<file path="config.mk">
export PLATFORM = sky130hd
export DESIGN_NAME = framed_cmd_decoder
export DESIGN_NICKNAME = d
export VERILOG_FILES = /design/src/rtl/fcd_pkg.sv /design/src/rtl/fcd_marker_cmp.sv /design/src/rtl/fcd_bit_counter.sv /design/src/rtl/fcd_shift_reg.sv /design/src/rtl/fcd_frame_check.sv /design/src/rtl/framed_cmd_decoder.sv
export SDC_FILE = /design/constraint.sdc
export NUM_CORES = 1
export LEC_CHECK = 0
export ABC_AREA = 1
export BUFFER_PORTS_ARGS = -buffer_cell sky130_fd_sc_hd__buf_4
export CORE_UTILIZATION = 50
export CTS_BUF_LIST = sky130_fd_sc_hd__clkbuf_4 sky130_fd_sc_hd__clkbuf_8
export DETAILED_ROUTE_END_ITERATION = 16
export HOLD_SLACK_MARGIN = 0.12
export PLACE_DENSITY = 0.77
export SETUP_SLACK_MARGIN = 0.3
export SLEW_MARGIN = 20
export SYNTH_ARGS = -nofsm -noshare
export SYNTH_HDL_FRONTEND = slang
export SYNTH_SLANG_ARGS = --single-unit
</file>
<file path="constraint.sdc">
create_clock -name clk -period 2.5 [get_ports clk]
set_clock_uncertainty 0.2 [all_clocks]
set_input_delay 0.125 -clock clk [delete_from_list [all_inputs] [get_ports clk]]
set_output_delay 0.125 -clock clk [all_outputs]
set_load 0.01 [all_outputs]
</file>
<file path="src/rtl/fcd_pkg.sv">
package fcd_pkg;

   // Field widths of one command packet
   localparam int START_W = 12;
   localparam int FUNC_W  = 2;
   localparam int PARAM_W = 2;
   localparam int GUARD_W = 2;
   localparam int VALUE_W = 8;
   localparam int END_W   = 12;

   // Marker values
   localparam logic [START_W-1:0] START_CODE = 12'h801;
   localparam logic [GUARD_W-1:0] GUARD_CODE = 2'b10;
   localparam logic [END_W-1:0]   END_CODE   = 12'h7FE;

   // Total packet length for a given set of field widths
   function automatic int word_width(input int sw, input int fw, input int pw,
                                     input int gw, input int vw, input int ew);
      return sw + fw + pw + gw + vw + ew;
   endfunction

endpackage

</file>
<file path="src/rtl/fcd_marker_cmp.sv">
// Compares one marker field against its constant, bit by bit.
module fcd_marker_cmp #(
   parameter int            W    = 12,
   parameter logic [W-1:0]  CODE = '0
) (
   input  logic [W-1:0] field,
   output logic         hit
);
   logic [W-1:0] diff;

   for (genvar i = 0; i < W; i++) begin : g_bit
      assign diff[i] = field[i] ^ CODE[i];
   end

   assign hit = ~|diff;
endmodule

</file>
<file path="src/rtl/fcd_bit_counter.sv">
// Counts accepted bits within a packet; flags the final bit position.
module fcd_bit_counter #(
   parameter int WORD_W = 38,
   localparam int CNT_W = $clog2(WORD_W)
) (
   input  logic clk,
   input  logic rst_n,
   input  logic shift_en,
   input  logic flush,
   output logic last_bit
);
   logic [CNT_W-1:0] count_q;

   assign last_bit = (count_q == CNT_W'(WORD_W - 1));

   always_ff @(posedge clk or negedge rst_n) begin
      if (!rst_n)        count_q <= '0;
      else if (flush)    count_q <= '0;
      else if (shift_en) count_q <= count_q + 1'b1;
   end
endmodule

</file>
<file path="src/rtl/fcd_shift_reg.sv">
// Holds the first WORD_W-1 bits. The final bit is never stored:
// it is joined combinationally into word_next for the framing check.
module fcd_shift_reg #(
   parameter int WORD_W = 38
) (
   input  logic              clk,
   input  logic              rst_n,
   input  logic              shift_en,
   input  logic              flush,
   input  logic              din,
   output logic [WORD_W-1:0] word_next
);
   logic [WORD_W-2:0] hold_q;

   assign word_next = {hold_q, din};

   generate
      if (WORD_W > 2) begin : g_wide
         always_ff @(posedge clk or negedge rst_n) begin
            if (!rst_n)        hold_q <= '0;
            else if (flush)    hold_q <= '0;
            else if (shift_en) hold_q <= {hold_q[WORD_W-3:0], din};
         end
      end else begin : g_narrow
         always_ff @(posedge clk or negedge rst_n) begin
            if (!rst_n)        hold_q <= '0;
            else if (flush)    hold_q <= '0;
            else if (shift_en) hold_q <= din;
         end
      end
   endgenerate
endmodule

</file>
<file path="src/rtl/fcd_frame_check.sv">
// Splits a complete word into fields and checks the three markers.
module fcd_frame_check #(
   parameter int START_W = 12,
   parameter int FUNC_W  = 2,
   parameter int PARAM_W = 2,
   parameter int GUARD_W = 2,
   parameter int VALUE_W = 8,
   parameter int END_W   = 12,
   parameter logic [START_W-1:0] START_CODE = '0,
   parameter logic [GUARD_W-1:0] GUARD_CODE = '0,
   parameter logic [END_W-1:0]   END_CODE   = '0,
   localparam int VALUE_LSB = END_W,
   localparam int GUARD_LSB = VALUE_LSB + VALUE_W,
   localparam int PARAM_LSB = GUARD_LSB + GUARD_W,
   localparam int FUNC_LSB  = PARAM_LSB + PARAM_W,
   localparam int START_LSB = FUNC_LSB + FUNC_W,
   localparam int WORD_W    = START_LSB + START_W
) (
   input  logic [WORD_W-1:0]  word,
   output logic               frame_ok,
   output logic [FUNC_W-1:0]  func,
   output logic [PARAM_W-1:0] param,
   output logic [VALUE_W-1:0] value
);
   logic start_hit, guard_hit, end_hit;

   fcd_marker_cmp #(.W(START_W), .CODE(START_CODE)) start_cmp_i (
      .field (word[START_LSB +: START_W]),
      .hit   (start_hit)
   );

   fcd_marker_cmp #(.W(GUARD_W), .CODE(GUARD_CODE)) guard_cmp_i (
      .field (word[GUARD_LSB +: GUARD_W]),
      .hit   (guard_hit)
   );

   fcd_marker_cmp #(.W(END_W), .CODE(END_CODE)) end_cmp_i (
      .field (word[0 +: END_W]),
      .hit   (end_hit)
   );

   assign frame_ok = start_hit & guard_hit & end_hit;
   assign func     = word[FUNC_LSB  +: FUNC_W];
   assign param    = word[PARAM_LSB +: PARAM_W];
   assign value    = word[VALUE_LSB +: VALUE_W];
endmodule

</file>
<file path="src/rtl/framed_cmd_decoder.sv">
module framed_cmd_decoder #(
   parameter int START_W = fcd_pkg::START_W,
   parameter int FUNC_W  = fcd_pkg::FUNC_W,
   parameter int PARAM_W = fcd_pkg::PARAM_W,
   parameter int GUARD_W = fcd_pkg::GUARD_W,
   parameter int VALUE_W = fcd_pkg::VALUE_W,
   parameter int END_W   = fcd_pkg::END_W,
   parameter logic [START_W-1:0] START_CODE = fcd_pkg::START_CODE,
   parameter logic [GUARD_W-1:0] GUARD_CODE = fcd_pkg::GUARD_CODE,
   parameter logic [END_W-1:0]   END_CODE   = fcd_pkg::END_CODE
) (
   input  logic               clk,
   input  logic               rst_n,
   input  logic               bit_vld,
   input  logic               bit_val,
   input  logic               bit_err,
   output logic               cmd_vld,
   output logic [FUNC_W-1:0]  cmd_func,
   output logic [PARAM_W-1:0] cmd_param,
   output logic [VALUE_W-1:0] cmd_value,
   output logic               frame_err
);
   localparam int WORD_W = fcd_pkg::word_width(START_W, FUNC_W, PARAM_W,
                                               GUARD_W, VALUE_W, END_W);

   // Elaboration-time parameter checks
   if (START_W < 2 || END_W < 2) begin : g_bad_marker_w
      $error("marker fields must be at least two bits wide");
   end
   if (FUNC_W < 1 || PARAM_W < 1 || VALUE_W < 1 || GUARD_W < 1) begin : g_bad_field_w
      $error("every field needs at least one bit");
   end
   if (START_W == END_W && START_CODE == END_CODE) begin : g_same_marker
      $error("start and end markers must differ");
   end

   logic               shift_en, last_bit, done, flush, frame_ok;
   logic [WORD_W-1:0]  word_next;
   logic [FUNC_W-1:0]  f_func;
   logic [PARAM_W-1:0] f_param;
   logic [VALUE_W-1:0] f_value;

   // Decoder error wins over a simultaneous bit strobe
   assign shift_en = bit_vld & ~bit_err;
   assign done     = shift_en & last_bit;
   assign flush    = bit_err | done;

   fcd_bit_counter #(.WORD_W(WORD_W)) cnt_i (
      .clk      (clk),
      .rst_n    (rst_n),
      .shift_en (shift_en),
      .flush    (flush),
      .last_bit (last_bit)
   );

   fcd_shift_reg #(.WORD_W(WORD_W)) sr_i (
      .clk       (clk),
      .rst_n     (rst_n),
      .shift_en  (shift_en),
      .flush     (flush),
      .din       (bit_val),
      .word_next (word_next)
   );

   fcd_frame_check #(
      .START_W(START_W), .FUNC_W(FUNC_W), .PARAM_W(PARAM_W),
      .GUARD_W(GUARD_W), .VALUE_W(VALUE_W), .END_W(END_W),
      .START_CODE(START_CODE), .GUARD_CODE(GUARD_CODE), .END_CODE(END_CODE)
   ) chk_frame_i (
      .word     (word_next),
      .frame_ok (frame_ok),
      .func     (f_func),
      .param    (f_param),
      .value    (f_value)
   );

   // Result strobes
   always_ff @(posedge clk or negedge rst_n) begin
      if (!rst_n) begin
         cmd_vld   <= 1'b0;
         frame_err <= 1'b0;
      end else begin
         cmd_vld   <= done & frame_ok;
         frame_err <= done & ~frame_ok;
      end
   end

   // Command fields hold until the next accepted packet
   always_ff @(posedge clk or negedge rst_n) begin
      if (!rst_n) begin
         cmd_func  <= '0;
         cmd_param <= '0;
         cmd_value <= '0;
      end else if (done & frame_ok) begin
         cmd_func  <= f_func;
         cmd_param <= f_param;
         cmd_value <= f_value;
      end
   end
endmodule

</file>
After elaboration in Yosys (flattened, before gate mapping)
Cells that the tools add are included.
{"block": "op_classes", "n_addsub": 1, "eq_ne": 1, "n_mux": 4, "n_bitwise": 22, "reduce_logical": 7}
{"operator": "2-to-1 mux 37 bit", "count": 2}
{"operator": "OR reduction 12 bit", "count": 2}
{"operator": "inverter 1 bit", "count": 15}
{"operator": "2-to-1 mux 6 bit", "count": 2}
{"operator": "adder 6 x 1 -> 6 bit, second input constant", "count": 1}
{"operator": "bitwise AND 1 bit", "count": 6}
{"operator": "== test 6 bit, second input constant", "count": 1}
{"operator": "zero test 1 bit", "count": 3}
{"operator": "nonzero test 2 bit", "count": 1}
{"operator": "OR reduction 2 bit", "count": 1}
{"operator": "OR 1 bit", "count": 1}
{"block": "word_totals", "register_bits": 57, "inputBits": 5, "out_inout_bits": 14, "wordCells": 42}

Logic depth before layout (Yosys ltp)
{"block": "depth", "word_depth": 7, "depth_mapped": 9, "depth_no_buf": 8}

Cells and area by module
From an unflattened synthesis, not the netlist that was laid out.
{"block": "hier_totals", "cells_unflattened": 318, "area_unflattened_um2": 2777.7}
{"mod": "fcd_shift_reg", "instances": 1, "cells_each": 161, "area_each_um2": 1575.3, "seq_area_each_um2": 925.9}
{"mod": "framed_cmd_decoder", "instances": 1, "cells_each": 62, "area_each_um2": 594.3, "seq_area_each_um2": 350.3}
{"mod": "fcd_bit_counter", "instances": 1, "cells_each": 49, "area_each_um2": 376.6, "seq_area_each_um2": 150.1}
{"mod": "fcd_frame_check", "instances": 1, "cells_each": 15, "area_each_um2": 103.8, "seq_area_each_um2": 0.0}
{"mod": "fcd_marker_cmp (chk_frame_i.start_cmp_i)", "instances": 1, "cells_each": 18, "area_each_um2": 71.3, "seq_area_each_um2": 0.0}
{"mod": "fcd_marker_cmp (chk_frame_i.end_cmp_i)", "instances": 1, "cells_each": 11, "area_each_um2": 46.3, "seq_area_each_um2": 0.0}
{"mod": "fcd_marker_cmp (chk_frame_i.guard_cmp_i)", "instances": 1, "cells_each": 2, "area_each_um2": 10.0, "seq_area_each_um2": 0.0}

Worst setup path before layout
Ideal clock, no wire load.
{"block": "synth_timing", "path_kind": "register to register", "startpoint": "register cnt_i.count_q[1]", "endpoint": "register cmd_func[0]", "setup_ns": 0.117, "arrival_ns": 1.259, "required_ns": 2.183, "setup_slack_ns": 0.924, "path_stages_with_launch": 9, "n_path_buf": 1, "synth_period_minus_slack_ns": 1.576, "path_cell_list": "dfrtp_1 > inv_1 > ha_1 > nand3_1 > nor2_8 > nand3_4 > buf_6 > nand2_1 > nand2_1"}
{"block": "synth_between", "elab_chain_cells": 3}
{"element": "start: declaration", "line": "fcd_bit_counter.sv:12", "text": "logic [CNT_W-1:0] count_q;"}
{"element": "start signal: assignment", "line": "fcd_bit_counter.sv:19", "text": "else if (shift_en) count_q <= count_q + 1'b1;"}
{"element": "== test 6 bit", "line": "fcd_bit_counter.sv:14", "text": "assign last_bit = (count_q == CNT_W'(WORD_W - 1));"}
{"element": "bitwise AND 1 bit", "line": "framed_cmd_decoder.sv:45", "text": "assign done = shift_en & last_bit;"}
{"element": "bitwise AND 1 bit", "line": "framed_cmd_decoder.sv:94", "text": "end else if (done & frame_ok) begin"}
{"element": "end signal: assignment", "line": "framed_cmd_decoder.sv:95", "text": "cmd_func <= f_func;"}
{"element": "end: declaration", "line": "framed_cmd_decoder.sv:18", "text": "output logic [FUNC_W-1:0] cmd_func,"}
No other way between the ends.
A chain may end at the register's enable or synchronous reset.

Worst setup path in the final report
{"block": "layout_timing", "startpoint": "register cnt_i.count_q[0]", "endpoint": "register sr_i.hold_q[11]"}
{"block": "layout_between", "elab_chain_cells": 4, "elab_cells_between_ends": 5, "classes_between": "1 x eq/ne; 1 x mux; 2 x bitwise; 1 x reduce/logical"}
{"element": "== test 6 bit *", "line": "fcd_bit_counter.sv:14"}
{"element": "bitwise AND 1 bit *", "line": "framed_cmd_decoder.sv:45"}
{"element": "OR 1 bit *", "line": "framed_cmd_decoder.sv:46", "text": "assign flush = bit_err | done;"}
{"element": "2-to-1 mux 37 bit / nonzero test 2 bit (equally long branches)"}
{"element": "end signal: assignment", "line": "fcd_shift_reg.sv:22", "text": "else if (shift_en) hold_q <= {hold_q[WORD_W-3:0], din};"}
{"element": "end: declaration", "line": "fcd_shift_reg.sv:13", "text": "logic [WORD_W-2:0] hold_q;"}
Mark *: on every way between the ends. The rest lies on a longest branch, timed or not.

==> summary.md <==
| Metric | Value |
|---|---|
| Status | completed |
| Final Hold Fails | 0 |
| Max-cap viol count | 0 |
| Root buffer cell | clkbuf_8 |
| Die extent in x | 75.8 µm |
| Io pins | 19 |
| Yosys warning count | 0 |
| Bufs on Longest Clock Path | 2 |
| Die H | 75.8 µm |
| Synth Cell Area | 0.00272 mm² |
| PnR Total Power | 1.85 mW |
| GPL Wtd Cong | 0.794 |
| Number of buffers created by CTS | 9 |
| Area delta synth->final | 13.6% |
| Clk sinks | 57 |
| Final setup fails | 0 |
| Synth unique cells | 26 |
| Most common cell after layout, fill and taps aside | nand2_1 |
| Rows | 26 |
| Gr ovfl total | 0 |
| Tightest Hold Check Type | input pin to asynchronous set/reset pin |
| Via Count | 1,895 |
| Layout cells sized above 1 | 24.8% |
| Crit path capture type | register |
| GRT Total Usage | 19.7% |
| RSZ-0062 raised after global routing | no |
| P per Cell Area | 599 mW/mm² |
| DR WL/cell | 11.9 µm |
| N_diodes | 0 |
| Clock Pin Slew Worst Setup and Hold Paths | 60 ps |
| Number of DRC violations after detailed-routing iteration 0 | 86 |
| Worst hold slack | 181 ps |
| Syn avg cell area | 9.26 µm² |
| Setup TNS | 0 ps |
| Actual slew at the worst max-slew pin | 691 ps |
| Slew headroom | 53.9% |
| Initial Util | 52.7% |
| Synthesis-stage register bit count | 57 |
| Setup crit start kind | register |
| Static leakage | 1.63 nW |
| Clock latency on the worst-skew pair | 330 ps |
| First-pass GRT wire length | 8180 µm |
| Syn_nets | 301 |
| Achievable Freq | 524 MHz |
| Wirelength, routed | 4620 µm |
| CTS tree | yes |
| Fin crit share | 76.3% |
| Postcts setup bufs | 0 |
| Number of global-route vias before repair | 1,866 |
| DRC viols | 0 |
| Initial antenna violation count | 0 |
| Worst Path Required | 2570 ps |
| Critical-path maximum fanout | 22 |
| Crit path time final | 1910 ps |
| Core area | 0.00517 mm² |
| Crit path kind | register to register |
| Die area | 0.00575 mm² |
| Largest net degree at the start of global routing | 58 |
| VDD IR max | 0.000451 V |
| Post-synth ARST share | 100% |
| DRT antenna net count | 0 |
| Post-Synthesis Cells | 294 |
| Seq/Total Area, Yosys | 52.4% |
| PortBufs | 18 |
| Via density | 4.87 |
| Ys flop type | dfrtp_1 |
| Number of flops mapped to enable cells by yosys | 0 |
| CP arrival | 1970 ps |
| DRT Pass-1 Iters | 4 |
| Final HPWL DP | 2990 µm |
| Slew Viols, Final | 0 |
| Final net count | 321 |
| Most frequent cells in the layout | 117 x nand2_1, 57 x dfrtp_1, 30 x nand3_2 |
| Max H-tree Level | 3 |
==> logic make-up after synthesis <==
logic type / count (synthesis) / share of synthesized area [%]
AO/OA/AOI/OAI: 4 / 0.964
adder cells (fa/ha/maj): 2 / 0.919
buffers and inverters: 32 / 6.94
flip-flops: 57 / 52.4
AND/OR/NAND/NOR: 199 / 38.8
==> critical path: stages, from the launching register on <==
cell     delay, ps
dfrtp_1        430
ha_1           220
nand3_1        180
nor2_8         100
nor2_8         300
buf_12         240
nand3_1         90
nand2_1         90
==> final timing paths <==
kind	start	endpoint	slack (ps)	depth (start not counted)
min in group clk	cmd_value[3]	cmd_value[3]	280	2
max in group asynchronous	rst_n	sr_i.hold_q[34]	1450	2
max reg2reg	cnt_i.count_q[0]	sr_i.hold_q[11]	590	7
min reg2reg	cmd_value[3]	cmd_value[3]	280	2
max	cnt_i.count_q[0]	sr_i.hold_q[11]	590	7
min	rst_n	cnt_i.count_q[3]	180	2
==> metrics by stage <==
stage	util, %	instance area [µm²]	setup slack [ps]	cells
global route	59.8	3090	377	389
global placement	55.3	2860	667	369
floorplan	-	2720	924	294
detailed placement	55.3	2860	597	369
CTS	59.8	3090	579	389
finish	59.8	3090	593	389
==> synth_stat cells, types with 2 or more instances <==
cell type	count	area share, %
nand3_1	14	2.6
nand4_1	12	2.8
dfrtp_1	57	52
ha_1	2	0.92
inv_1	14	1.9
nor2_1	14	1.9
clkbuf_1	2	0.28
buf_6	3	1.2
nor2_2	3	0.69
nand3_2	30	11
nor2_8	2	1.5
buf_2	7	1.3
buf_8	3	1.7
nor3_1	3	0.55
nand2_1	117	16
==> flip-flops by register name, indices dropped and copies added, names as in the netlist <==
name           flops
cmd_func           2
cnt_i.count_q      6
sr_i.hold_q       37
cmd_param          2
frame_err          1
cmd_vld            1
cmd_value          8
==> per-layer routing <==
metal	vias up	global-route usage, %	wire length [µm]
met5	-	0	0
met4	0	9.67	36
met3	2	6.35	229
met2	41	32.2	2210
met1	876	23.4	2150
li1	976	-	-
==> layout make-up <==
type,count,area (µm²)
fill,455,2080
sequential,57,1430
multi-input combinational,205,1110
timing repair buffer,26,218
clock buffer,10,138
tap,70,87.6
clock inverter,6,57.6
inverter,15,56.3
==> report_power, final <==
group	switching [mW]	internal [mW]	leakage, nW	total [mW]
combinational	0.0676	0.0246	0.738	0.0923
clock	0.351	0.479	0.102	0.830
sequential	0.00487	0.927	0.794	0.932
total	0.424	1.43	1.63	1.85
==> timing repair <==
action / in CTS / in global routing
setup endpoints to repair: 0 / 0
hold buffers: 4 / 0
endpoints found under the hold margin: 99 / 0
gates resized for setup: 0 / 0
(Power assumes the default switching activity.)
